**src/rtl/cts_cos_irq.sv**
```systemverilog
module cts_cos_irq #(
  parameter int FILT_TICKS = 16
) (
  input  logic       clk,
  input  logic       rst_n,
  input  logic       sample_tick,
  input  logic       sclk_tick,
  input  logic       cts_n_in,
  input  logic [1:0] addr,
  input  logic       wr_en,
  input  logic       rd_en,
  input  logic [7:0] wdata,
  output logic [7:0] rdata,
  output logic       irq
);
  localparam int CW = $clog2(FILT_TICKS + 1);

  logic [1:0]    sync;
  logic          acc;
  logic [CW-1:0] cnt;
  logic [1:0]    scnt;
  logic          started;
  logic          cos_flag, stat_cos, iec;
  logic [7:0]    mask;

  wire lvl        = sync[1];
  wire filt_evt   = (lvl != acc) && sample_tick && (cnt == CW'(FILT_TICKS - 1));
  wire start_puls = !started && sclk_tick && (scnt == 2'd1);
  wire cos_set    = (start_puls && !acc) || (filt_evt && started);
  wire clr        = rd_en && (addr == 2'd0);
  wire cts_bit    = started ? acc : 1'b1;
  wire [7:0] status = {4'b0, stat_cos, 3'b0};

  assign irq = |(status & mask);

  always_ff @(posedge clk or negedge rst_n) begin
    if (!rst_n) begin
      sync <= 2'b11;
      acc  <= 1'b1;
      cnt  <= '0;
    end else begin
      sync <= {sync[0], cts_n_in};
      if (lvl == acc)
        cnt <= '0;
      else if (sample_tick) begin
        if (filt_evt) begin
          acc <= lvl;
          cnt <= '0;
        end else
          cnt <= cnt + 1'b1;
      end
    end
  end

  always_ff @(posedge clk or negedge rst_n) begin
    if (!rst_n) begin
      scnt    <= '0;
      started <= 1'b0;
    end else if (!started && sclk_tick) begin
      scnt <= scnt + 1'b1;
      if (start_puls) started <= 1'b1;
    end
  end

  always_ff @(posedge clk or negedge rst_n) begin
    if (!rst_n) begin
      cos_flag <= 1'b0;
      stat_cos <= 1'b0;
      iec      <= 1'b0;
      mask     <= '0;
      rdata    <= '0;
    end else begin
      if (cos_set)  cos_flag <= 1'b1;
      else if (clr) cos_flag <= 1'b0;
      if (cos_set && iec) stat_cos <= 1'b1;
      else if (clr)       stat_cos <= 1'b0;
      if (wr_en && addr == 2'd1) iec  <= wdata[0];
      if (wr_en && addr == 2'd2) mask <= wdata;
      if (!rd_en)              rdata <= '0;
      else if (addr == 2'd0)   rdata <= {3'b0, cos_flag, 3'b0, cts_bit};
      else if (addr == 2'd2)   rdata <= status;
      else                     rdata <= '0;
    end
  end
endmodule

```
**config.mk**
```make
export PLATFORM = sky130hd
export DESIGN_NAME = cts_cos_irq
export DESIGN_NICKNAME = d
export VERILOG_FILES = /design/src/rtl/cts_cos_irq.sv
export SDC_FILE = /design/constraint.sdc
export NUM_CORES = 1
export LEC_CHECK = 0
export BUFFER_PORTS_ARGS = -buffer_cell sky130_fd_sc_hd__buf_2
export CAP_MARGIN = 20
export CORE_MARGIN = 1
export CORE_UTILIZATION = 45
export DETAILED_ROUTE_END_ITERATION = 6
export PLACE_DENSITY = 0.84
export SYNTH_ARGS = -nofsm -noshare
export SYNTH_HDL_FRONTEND = slang
export SYNTH_SLANG_ARGS = --single-unit
```
**constraint.sdc**
```tcl
create_clock -name clk -period 4.3 [get_ports clk]
set_clock_uncertainty 0.2 [all_clocks]
set_input_delay 0.215 -clock clk [delete_from_list [all_inputs] [get_ports clk]]
set_output_delay 0.215 -clock clk [all_outputs]
set_load 0.005 [all_outputs]
```
# Word-level counts from Yosys, hierarchy flattened
# Cells that the tools add are included.
op_classes:
  n_addsub: 2
  n_eq_ne: 6
  muxes: 10
  bitwise: 2
  reduce_logical: 20
ops:
  columns: ["op", "n"]
  rows:
  - ["$mux 5", 5]
  - ["$logic_and 1x1->1", 10]
  - ["$and 4x8->8", 1]
  - ["$reduce_or 8->1", 1]
  - ["$reduce_bool 2->1", 3]
  - ["$add 5x1->5 const B", 1]
  - ["$eq 5x4->1 const B", 1]
  - ["$eq 2x1->1 const B", 2]
  - ["$mux 1", 4]
  - ["$mux 4", 1]
  - ["$reduce_and 3->1", 1]
  - ["$add 2x1->2 const B", 1]
  - ["$eq 2x2->1 const B", 1]
  - ["$logic_not 1->1", 2]
  - ["$logic_not 2->1", 1]
  - ["$reduce_and 2->1", 1]
  - ["$eq 1x1->1", 1]
  - ["$logic_or 1x1->1", 1]
  - ["$ne 1x1->1", 1]
  - ["$not 1->1", 1]
word_totals:
  regBits: 30
  inputBits: 17
  out_inout_bits: 9
  word_cells: 50

# Longest topological paths before layout
# Gate-level depths: netlist (run 1).
depth:
  ltp_word: 7
  depth_mapped: 5
  mapped_depth_nobuf: 5

# Worst setup path before layout (run 1)
# OpenSTA, ideal clock, no wires.
synth_timing:
  path_kind: "flip-flop to flip-flop"
  startpoint: "register cnt[0]"
  endpoint: "register acc"
  setup_ns: 0.082
  t_arrival_ns: 1.170
  required_ns: 4.018
  slack_ns: 2.848
  path_stages_with_launch: 5
  n_path_buf: 0
  period_less_slack_ns: 1.452
  cell_sequence: "dfrtp_1 ha_1 nand4b_1 nor2_1 mux2_2"
synth_via:
  elab_chain_cells: 3
synth_lines:
  columns: ["item", "line", "rtl"]
  rows:
  - ["start, declared", "20", "logic [CW-1:0] cnt;"]
  - ["start signal, assigned", "50", "cnt <= cnt + 1'b1;"]
  - ["$eq 5x4->1", "27", "wire filt_evt = (lvl != acc) && sample_tick && (cnt == CW'(FILT_TICKS - 1));"]
  - ["$logic_and 1x1->1", "27", null]
  - ["$reduce_and 3->1 (no source line)", null, null]
  - ["end signal, assigned", "47", "acc <= lvl;"]
  - ["end, declared", "19", "logic acc;"]
# Every way passes these cells.
# A chain may end at the register's enable or synchronous reset.

# Final worst setup path (run 1)
# Ends and elaborated chain as after synthesis.

==> summary.txt, run 1 <==
Critical path
  • Crit path kind: flop to flop
  • WP data arrival: 1620 ps
  • Cell Chain, Critical Path: ha_1 -> nand4b_1 -> nor2_1 -> mux2_2
  • Worst Path Required: 4320 ps
  • Setup crit start: cnt[0]$_DFFE_PN0P_
  • R2R setup slack: 2700 ps
  • R2r worst-path depth: 4
  • Worst Path Buf+Inv: 0
  • Slowest CP cell: dfrtp_1
  • Worst-path fanout max: 5
  • Reg2reg end: acc$_DFFE_PN1P_
  • Type of origin of the critical path: flop
  • Worst r2r src: cnt[0]$_DFFE_PN0P_
  • Top Family by Delay on Critical Path: flip-flops
  • Crit end category: flop
  • Max incr delay on CP: 410 ps

Clock tree
  • Htree depth: 1
  • Clock Tree Root: clkbuf_4
  • Worst-skew pair later-pin latency: 290 ps
  • PostCTS Resize Cnt: 0
  • Clock tree buffer depth: 2
  • Clk sink count: 18
  • Cts bufs inserted: 3
  • Clock Pin Slew Worst Setup and Hold Paths: 100 ps
  • TritonCTS clock tree: done

Finish
  • Ant diodes: 0
  • Filler cell count: 135
  • Non-filler cells, final: 121
  • Area Overhead vs Synth: 20.3%
  • Final nets: 117
  • Fraction of layout instances using a drive strength above 1: 0.258

Detailed routing
  • Residual DRC count: 0
  • Drt first pass iters: 3
  • Mean routed wirelength per cell: 9.20 um
  • First DRT Iteration DRCs: 6
  • Routed Antenna Nets: 0
  • DRT Wirelength: 1110 um
  • Via count: 551
  • Via/cell ratio: 4.55

Yosys
  • Post-synth EDFFs: 0
  • Top FF cell, synth: dfrtp_1
  • Ys async rst share: 1.00
  • Post-synthesis instance total: 74
  • YS warnings: 0
  • Post-synth cell types: 27
  • Mapped Avg Cell Area: 10.9 sq um
  • Yosys reg bits: 18
  • Netlist Area Pre-Place: 808 sq um
  • Register area share after synthesis: 0.562

Place
  • Worst slack at placement: 2730 ps
  • # placed instances: 111
  • Buffers on Ports: 14
  • GPL Wtd Cong: 0.729
  • Post-DP HPWL: 839 um

Pwr
  • Leak Pwr: 0.463 nW
  • Total power: 0.291 mW
  • Worst vdd ir: 0.216 mV
  • Pwr dens: 299 nW/um^2

Hold path
  • Worst Hold Class: input pin to flop
  • Hold depth: 3
  • Worst hold start: addr[1]
  • Hold endpoint: rdata[4]$_DFF_PN0_

Floorplan
  • Die area: 1970 sq um
  • Die Height: 44.4 um
  • Row cnt: 14
  • Ports: 26
  • Die width: 44.4 um
  • Initial Utilization: 0.507
  • Core area: 1590 sq um

GRT
  • First-pass GRT wire length: 2150 um
  • Largest net degree at the start of global routing: 19
  • Met2 Use GR: 0.250
  • Met1 Use GR: 0.182
  • Initial antenna violation count: 0
  • Vias in the first global route: 516
  • GR Layer Usage met3: 0.0735
  • GRT busiest layer: met2
  • Gr usage total: 0.155
  • GR Overflow Total: 0

Run
  • MaxCap Viol Count: 0

STA
  • Final Cycle Share: 0.373
  • Tmin final: 1600 ps
  • TNS Setup: 0 ps
  • F_max: 624 MHz
  • Slew Limit Fails: 0
  • Hold Vio Cnt, Final: 0
  • Final setup viols: 0
  • RSZ-0062 raised after global routing: false
  • Worst setup margin: 2700 ps

Outcome
  • Status: finished, final reports clean
[layout by cell type, fill, tap and decap left out, drive strengths merged]
cell,synthesis,routed
or4bb,1,1
or3b,1,1
nand3,2,2
buf,5,14
conb,1,5
and2,1,1
nand4,1,1
ha,2,2
a21oi,4,4
and3,1,1
o41a,1,1
dfrtp,15,15
a41oi,1,1
nand3b,2,2
dfstp,3,3
nor2b,1,1
xnor2,2,2
dlygate4sd3,0,6
nor3,1,1
nor2,4,4
nand4b,1,1
clkbuf,0,4
o21ai,2,2
mux2,3,3
xor2,1,1
inv,5,5
nand2b,3,3
nand2,10,10
[worst max-delay path by stage]
stage / endpoint / slack [ps] / cells after the start
after global routing: acc$_DFFE_PN1P_ / 2600 / 4
after CTS: acc$_DFFE_PN1P_ / 2700 / 4
final: acc$_DFFE_PN1P_ / 2700 / 4
after detailed placement: acc$_DFFE_PN1P_ / 2730 / 4
after global placement: acc$_DFFE_PN1P_ / 2750 / 4
after floorplan: acc$_DFFE_PN1P_ / 2850 / 4
[cell families after synthesis]
kind of cell | Yosys count | share of synthesized area
buf+inv | 10 | 0.0697
compound gates | 8 | 0.0666
mux | 3 | 0.0418
other cells | 1 | 0.00464
flops | 18 | 0.562
simple gates | 29 | 0.192
xor+xnor | 3 | 0.0325
fa+ha+maj | 2 | 0.0310
[cell usage after synthesis, types with 2 or more instances]
master,instances,share of area
nand2b_1,3,0.023
xnor2_1,2,0.022
a21oi_1,4,0.025
ha_1,2,0.031
nor2_1,4,0.019
dfrtp_1,15,0.46
mux2_2,3,0.042
dfstp_2,3,0.098
nand2_1,10,0.046
nand3b_1,2,0.019
buf_4,5,0.046
inv_1,5,0.023
nand3_1,2,0.012
[registers in the layout, indices dropped and copies added (netlist names)]
signal and flops:
mask 1, scnt 2, sync 2, started 1, acc 1, iec 1
rdata 3, cos_flag 1, stat_cos 1, cnt 5
[area by class of cell]
cell class              count  area, sq um  area share
flip-flops and latches     18          454       0.467
well taps                  24         30.0      0.0309
repair buffers             20          130       0.134
inverters                   5         18.8      0.0193
multi-input cells          50          313       0.322
clock buffers               4         26.3      0.0270
[worst min-delay path, cell delays in order]
cell and delay [ps]:
buf_2 90, or3b_2 140, nor2_1 50
[what timing repair did]
action                     CTS  global route
setup endpoints to repair    0             0
hold endpoints to repair    23             0
buffers inserted             0             0
hold buffers                 6             0
[metal layers]
layer | share of wire | wire length, um
met3 | 0.045 | 50
met5 | 0 | 0
met4 | 0.013 | 14
met1 | 0.45 | 496
met2 | 0.50 | 552
[power by group]
group          internal, mW  switching (mW)  total [mW]
clock                0.0361          0.0471      0.0832
combinational        0.0140          0.0125      0.0266
sequential            0.177         0.00424       0.181
[per-stage QoR]
stage                     instance area (sq um)   util  hold WS, ps
after detailed placement                    886  0.556        -45.8
after global routing                        972  0.610         34.7
after CTS                                   972  0.610         20.4
final                                       972  0.610         23.8
after floorplan                             823      -         -281
after global placement                      886  0.556        -41.5
(Power assumes the default switching activity.)
==> run 2: changes to the inputs <==
--- a/config.mk
+++ b/config.mk
@@ -5,10 +5,11 @@
 export SDC_FILE = /design/constraint.sdc
 export NUM_CORES = 1
 export LEC_CHECK = 0
+export ABC_AREA = 1
 export BUFFER_PORTS_ARGS = -buffer_cell sky130_fd_sc_hd__buf_2
 export CAP_MARGIN = 20
 export CORE_MARGIN = 1
-export CORE_UTILIZATION = 45
+export CORE_UTILIZATION = 43
 export DETAILED_ROUTE_END_ITERATION = 6
 export PLACE_DENSITY = 0.84
 export SYNTH_ARGS = -nofsm -noshare
==> constraint.sdc (replaced) <==
create_clock -name clk -period 1.4 [get_ports clk]
set_clock_uncertainty 0.2 [all_clocks]
set_input_delay 0.07 -clock clk [delete_from_list [all_inputs] [get_ports clk]]
set_output_delay 0.07 -clock clk [all_outputs]
set_load 0.005 [all_outputs]
==> summary.txt, run 2 <==
GRT
  • First-pass GRT wire length: 2410 um (+12%)
  • Met1 Use GR: 0.201 (+0.0189)
  • Met2 Use GR: 0.291 (+0.0414)
  • Largest net degree at the start of global routing: 19 (unchanged)
  • GR Layer Usage met3: 0.0357 (-0.0378)
  • GRT busiest layer: met2
  • Gr usage total: 0.168 (+0.0129)
  • Vias in the first global route: 607 (+18%)
  • GR Overflow Total: 0 (unchanged)
  • Initial antenna violation count: 0 (unchanged)

Finish
  • Largest registers: cnt: 5 flops, rdata: 3 flops
  • Most flop-heavy register: cnt
  • Area Overhead vs Synth: 34.6%
  • Largest register FFs: 5 (unchanged)
  • Commonest non-fill, non-tap cell in the layout: nand2_1
  • Fraction of layout instances using a drive strength above 1: 0.308 (+0.0506)
  • Ant diodes: 0 (unchanged)
  • Final nets: 140 (+20%)
  • Commonest cells after routing, fill and taps aside: nand2_1, dfrtp_1, buf_2

Critical path
  • Slowest CP cell: dfrtp_1
  • Reg2reg end: cnt[4]$_DFFE_PN0P_
  • Worst Path Required: 1400 ps (-2920 ps)
  • WP data arrival: 1420 ps (-200 ps)
  • R2R setup slack: -10 ps (-2710 ps)
  • Type of origin of the critical path: flop
  • Worst-path fanout max: 2 (-3)
  • Max incr delay on CP: 410 ps (about the same)
  • Cell Chain, Critical Path: ha_2 -> buf_4 -> and3_1 -> a211oi_2
  • Worst r2r src: cnt[1]$_DFFE_PN0P_
  • CP endpoint: cnt[4]$_DFFE_PN0P_
  • R2r worst-path depth: 4 (unchanged)
  • Setup crit start: cnt[1]$_DFFE_PN0P_
  • Crit end category: flop
  • Crit path kind: flop to flop

Pwr
  • Switch share: 0.278 (+0.0583)
  • Seq pwr share: 0.541 (-0.082)
  • Pwr dens: 1120 nW/um^2 (+280%)
  • Leak Pwr: 0.561 nW (+21%)
  • Internal power: 0.898 mW (+300%)
  • Worst vdd ir: 0.568 mV (+160%)
  • P_sw: 0.346 mW (+440%)
  • Comb power frac: 0.200 (+0.109)
  • Clock power frac: 0.259 (-0.027)

Floorplan
  • Initial Utilization: 0.466 (-0.0411)
  • Core area: 1760 sq um (+11%)
  • Die area: 2090 sq um (+6.2%)
  • Row cnt: 15 (+1)
  • Ports: 26 (unchanged)
  • Die width: 45.7 um (+3.0%)
  • Die Height: 45.7 um (+3.0%)

STA
  • Final setup viols: 1 (+1)
  • Tmin final: 1410 ps (-191 ps)
  • TNS Setup: -11.4 ps (-11.4 ps)
  • Slew Limit Fails: 0 (unchanged)
  • RSZ-0062 raised after global routing: true
  • Final Cycle Share: 1.01 (+0.635)
  • Hold Vio Cnt, Final: 0 (unchanged)
  • Hold slack: 28.5 ps (+4.75 ps)
  • F_max: 709 MHz (+14%)
  • Worst setup margin: -11.4 ps (-2710 ps)

Yosys
  • Ys async rst share: 1.00 (unchanged)
  • Mapped Avg Cell Area: 9.34 sq um (-14%)
  • Register area share after synthesis: 0.553 (-0.00941)
  • Yosys reg bits: 18 (unchanged)
  • Post-synth top cells: nand2_1, dfrtp_1, inv_1, nand3_1, buf_4
  • Top FF cell, synth: dfrtp_1
  • Post-synth EDFFs: 0 (unchanged)
  • Post-synthesis instance total: 88 (+19%)
  • YS warnings: 0 (unchanged)
  • Netlist Area Pre-Place: 822 sq um (+1.7%)
  • Main area contributors after synthesis: dfrtp_1, dfstp_2, nand2_1
  • Post-synth cell types: 21 (-22%)
  • Synth top area share: 0.457 (-0.00778)
  • Biggest area consumer among synthesized cells: dfrtp_1
  • Most frequent cell after synthesis: nand2_1

Detailed routing
  • Via count: 649 (+18%)
  • Routed Antenna Nets: 0 (unchanged)
  • Drt first pass iters: 4 (+1)
  • Via/cell ratio: 4.48 (-1.7%)
  • Mean routed wirelength per cell: 11.6 um (+26%)
  • Residual DRC count: 0 (unchanged)
  • DRT Wirelength: 1680 um (+51%)
  • First DRT Iteration DRCs: 8 (+2)

Hold path
  • Worst Hold Class: input pin to asynchronous set/reset pin

Clock tree
  • Clock Tree Root: clkbuf_4
  • Clock Pin Slew Worst Setup and Hold Paths: 110 ps (about the same)
  • TritonCTS clock tree: done
  • Clock tree buffer depth: 2 (unchanged)
  • Htree depth: 1 (unchanged)
  • Worst-skew pair later-pin latency: 290 ps (about the same)
  • Clk sink count: 18 (unchanged)
  • Cts bufs inserted: 3 (unchanged)

Place
  • Post-DP HPWL: 1080 um (+29%)
  • GPL Wtd Cong: 0.753 (+3.4%)
  • Buffers on Ports: 14 (unchanged)

Outcome
  • Status: finished, violations left
  • Failing checks: setup timing

Run
  • MaxCap Viol Count: 0 (unchanged)
[run 2: cell count changes after synthesis, moves of 2 or more]
cell	change
inv_1	+6
nand2_2	+2
xnor2_1	-2
nand2_1	+9
o21ai_0	+2
nand3_1	+6
nand2b_1	-3
nand3b_1	-2
[run 2: worst min-delay path by stage]
stage                    endpoint  slack [ps]  cells past startpoint
6_report       cnt[2]$_DFFE_PN0P_          30                      2
5_1_grt        cnt[2]$_DFFE_PN0P_          50                      2
4_1_cts        cnt[2]$_DFFE_PN0P_          40                      2
3_5_place_dp   cnt[4]$_DFFE_PN0P_        -180                      1
3_3_place_gp   cnt[4]$_DFFE_PN0P_        -190                      1
2_1_floorplan  cnt[0]$_DFFE_PN0P_        -430                      0
[run 2: area by class of cell]
class                      count  area, sq um
fill                         169          658
sequential                    18          454
multi-input combinational     57          332
timing repair buffer          29          208
inverter                      12         45.0
clock buffer                   4         36.3
tap                           25         31.3
[run 2: per-stage QoR]
step,cell area [sq um],power [mW],utilization,setup slack [ps],cells
floorplan,837,0.816,-,126,92
global placement,923,0.878,0.523,54.1,129
detailed placement,923,0.899,0.523,13.8,129
CTS,1060,1.25,0.601,-3.97,143
global route,1110,1.32,0.627,-37.9,145
finish,1110,1.24,0.627,-11.4,145
[run 2: cell families after synthesis]
logic type / after synthesis / synth area share
other: 1 / 0.00456
XOR/XNOR: 2 / 0.0213
buffers and inverters: 17 / 0.100
AND/OR/NAND/NOR: 38 / 0.209
flip-flops: 18 / 0.553
adder cells (fa/ha/maj): 2 / 0.0304
multiplexers: 2 / 0.0274
AO/OA/AOI/OAI: 8 / 0.0548
[run 2: repair_timing]
action                                 CTS  global route
endpoints found under the hold margin   32             0
pin swaps                                0             4
setup endpoints to repair                1             6
setup buffers                            0             2
resized for setup                        0             8
hold buffers                            10             0
cloned                                   0             0
[run 2: per-layer routing]
layer / up-vias / routed length [um]
li1: 334 / -
met1: 299 / 702
met2: 14 / 927
met3: 2 / 45
met4: 0 / 8
met5: - / 0
[run 2: power by group through the flow]
stage	Combinational, mW	Clock [mW]	Sequential, mW
floorplan	0.150	0	0.666
global placement	0.204	0	0.673
detailed placement	0.217	0	0.682
CTS	0.239	0.334	0.672
global route	0.287	0.352	0.685
finish	0.249	0.322	0.673
[run 2: worst max-delay path, delay by kind of cell (launching register included)]
family	cells	cell delay (ps)
flip-flops	1	410
AO/OA/AOI/OAI	1	210
adder cells (fa/ha/maj)	1	200
AND/OR/NAND/NOR	1	170
buffers and inverters	1	130
==> run 3: changes to the inputs <==
--- a/config.mk
+++ b/config.mk
@@ -11,7 +11,7 @@
 export CORE_MARGIN = 1
 export CORE_UTILIZATION = 43
 export DETAILED_ROUTE_END_ITERATION = 6
-export PLACE_DENSITY = 0.84
+export PLACE_DENSITY_LB_ADDON = 0.25
 export SYNTH_ARGS = -nofsm -noshare
 export SYNTH_HDL_FRONTEND = slang
 export SYNTH_SLANG_ARGS = --single-unit
==> summary.txt, run 3 (same netlist as run 2, synthesis figures left out) <==
Finish
  • Ant diodes: 0 (unchanged)
  • Commonest non-fill, non-tap cell in the layout: nand2_1
  • Final nets: 139 (-0.71%)
  • Largest register FFs: 5 (unchanged)
  • Most flop-heavy register: cnt
  • Area Overhead vs Synth: 32.1%
  • Non-filler cells, final: 144 (-0.69%)
  • Commonest cells after routing, fill and taps aside: nand2_1, dfrtp_1, buf_2
  • Fraction of layout instances using a drive strength above 1: 0.303 (-0.00581)
  • Largest registers: cnt: 5 flops, rdata: 3 flops
  • Final core occ: 0.616 (-0.0113)

Detailed routing
  • First DRT Iteration DRCs: 9 (+1)
  • Residual DRC count: 0 (unchanged)
  • Via count: 659 (+1.5%)
  • DRT Wirelength: 1430 um (-15%)
  • Routed Antenna Nets: 0 (unchanged)
  • Drt first pass iters: 4 (unchanged)
  • Mean routed wirelength per cell: 9.90 um (-15%)
  • Via/cell ratio: 4.58 (+2.2%)

Critical path
  • R2r worst-path depth: 6 (+2)
  • Crit path kind: flop to flop
  • Worst Path Required: 1410 ps (about the same)
  • Reg2reg end: cnt[0]$_DFFE_PN0P_
  • Type of origin of the critical path: flop
  • WP data arrival: 1330 ps (-90 ps)
  • Worst-path fanout max: 3 (+1)
  • Slowest CP cell: dfrtp_1
  • R2R setup slack: 80 ps (+90 ps)
  • Cell Chain, Critical Path: ha_2 -> nand2_2 -> nor2_4 -> nor3_4 -> nand2_1 -> o21ai_0
  • Worst r2r src: cnt[0]$_DFFE_PN0P_
  • Max incr delay on CP: 390 ps (-20 ps)
  • Crit end category: flop

STA
  • Tmin final: 1320 ps (-88.4 ps)
  • Slew Limit Fails: 0 (unchanged)
  • Worst setup margin: 77.0 ps (+88.4 ps)
  • F_max: 756 MHz (+6.7%)
  • Final Cycle Share: 0.945 (-0.0631)
  • Final setup viols: 0 (-1)
  • Hold Vio Cnt, Final: 0 (unchanged)
  • RSZ-0062 raised after global routing: true

GRT
  • Largest net degree at the start of global routing: 19 (unchanged)
  • Vias in the first global route: 616 (+1.5%)
  • Gr usage total: 0.168 (about the same)
  • GR Overflow Total: 0 (unchanged)
  • Initial antenna violation count: 0 (unchanged)
  • First-pass GRT wire length: 2390 um (-0.87%)

Pwr
  • Pwr dens: 1070 nW/um^2 (-4.9%)
  • Leak Pwr: 0.547 nW (-2.4%)
  • Internal power: 0.848 mW (-5.6%)
  • Seq pwr share: 0.573 (+0.032)
  • Comb power frac: 0.206 (+0.006)
  • P_sw: 0.314 mW (-9.1%)
  • Clock power frac: 0.220 (-0.039)
  • Worst vdd ir: 0.694 mV (+22%)
  • Switch share: 0.270 (-0.00751)

Outcome
  • Status: finished, final reports clean

Clock tree
  • Clock Tree Root: clkbuf_4
  • Cts bufs inserted: 3 (unchanged)
  • Clock tree buffer depth: 2 (unchanged)
  • Worst-skew pair later-pin latency: 290 ps (about the same)
  • Htree depth: 1 (unchanged)
  • TritonCTS clock tree: done
  • Clk sink count: 18 (unchanged)
  • Clock Pin Slew Worst Setup and Hold Paths: 100 ps (about the same)

Run
  • MaxCap Viol Count: 0 (unchanged)

Floorplan
  • Ports: 26 (unchanged)
  • Die area: 2090 sq um (unchanged)
  • Die width: 45.7 um (unchanged)
  • Initial Utilization: 0.466 (unchanged)
  • Row cnt: 15 (unchanged)
  • Die Height: 45.7 um (unchanged)
  • Core area: 1760 sq um (unchanged)

Place
  • GPL Wtd Cong: 0.769 (+2.1%)
  • Worst slack at placement: 22.8 ps (+9.03 ps)
  • Buffers on Ports: 14 (unchanged)
  • # placed instances: 129 (unchanged)
  • Post-DP HPWL: 1040 um (-3.9%)

Hold path
  • Worst Hold Class: input pin to asynchronous set/reset pin
run 3: power groups by stage:
stage          logic [mW]  clock network [mW]  registers [mW]
6_report            0.240               0.256           0.666
5_1_grt             0.277               0.291           0.682
4_1_cts             0.239               0.271           0.666
3_5_place_dp        0.216                   0           0.676
3_3_place_gp        0.207                   0           0.673
2_1_floorplan       0.150                   0           0.666
run 3: metal layers:
layer,share of wire,GRT usage,vias up
li1,-,-,330
met1,0.44,0.208,305
met2,0.48,0.249,18
met3,0.039,0.0357,6
met4,0.044,0.141,0
met5,0,0,-
run 3: how the worst max path moves through the flow:
stage / cells after the start / slack [ps] / endpoint / start
after global placement: 5 / 50 / acc$_DFFE_PN1P_ / cnt[0]$_DFFE_PN0P_
after global routing: 7 / -60 / stat_cos$_DFFE_PN0P_ / cnt[1]$_DFFE_PN0P_
after detailed placement: 5 / 20 / acc$_DFFE_PN1P_ / cnt[1]$_DFFE_PN0P_
final: 6 / 80 / cnt[0]$_DFFE_PN0P_ / cnt[0]$_DFFE_PN0P_
after floorplan: 6 / 130 / cnt[0]$_DFFE_PN0P_ / sync[1]$_DFF_PN1_
after CTS: 6 / 0.4 / cnt[0]$_DFFE_PN0P_ / sync[1]$_DFF_PN1_
run 3: metrics by stage:
step	setup TNS [ps]	hold WS, ps	instance area (sq um)	power, mW
final	0	25.1	1090	1.16
after CTS	0	34.9	1050	1.18
after detailed placement	0	-184	923	0.892
after floorplan	0	-426	837	0.816
after global placement	0	-181	923	0.880
after global routing	-80.5	72.0	1090	1.25
run 3: area by class of cell:
cell class,count,area [sq um]
fillers,168,678
repair buffers,28,200
inverters,12,45.0
clock buffers,4,26.3
well taps,25,31.3
flip-flops and latches,18,454
multi-input cells,57,329
run 3: critical path: cells and delay by family, from the launching register on:
family	cells	cell delay [ps]
AOI/OAI and AO/OA	1	70
DFF	1	390
adders and majority gates	1	210
and+or+nand+nor	4	370
run 3: timing repair:
action / 4_1_cts / 5_1_grt
buffers inserted: 0 / 1
gates cloned: 0 / 0
pin swaps: 0 / 2
hold endpoints to repair: 32 / 0
hold buffers: 10 / 0
setup endpoints to repair: 1 / 5
resized for setup: 1 / 9
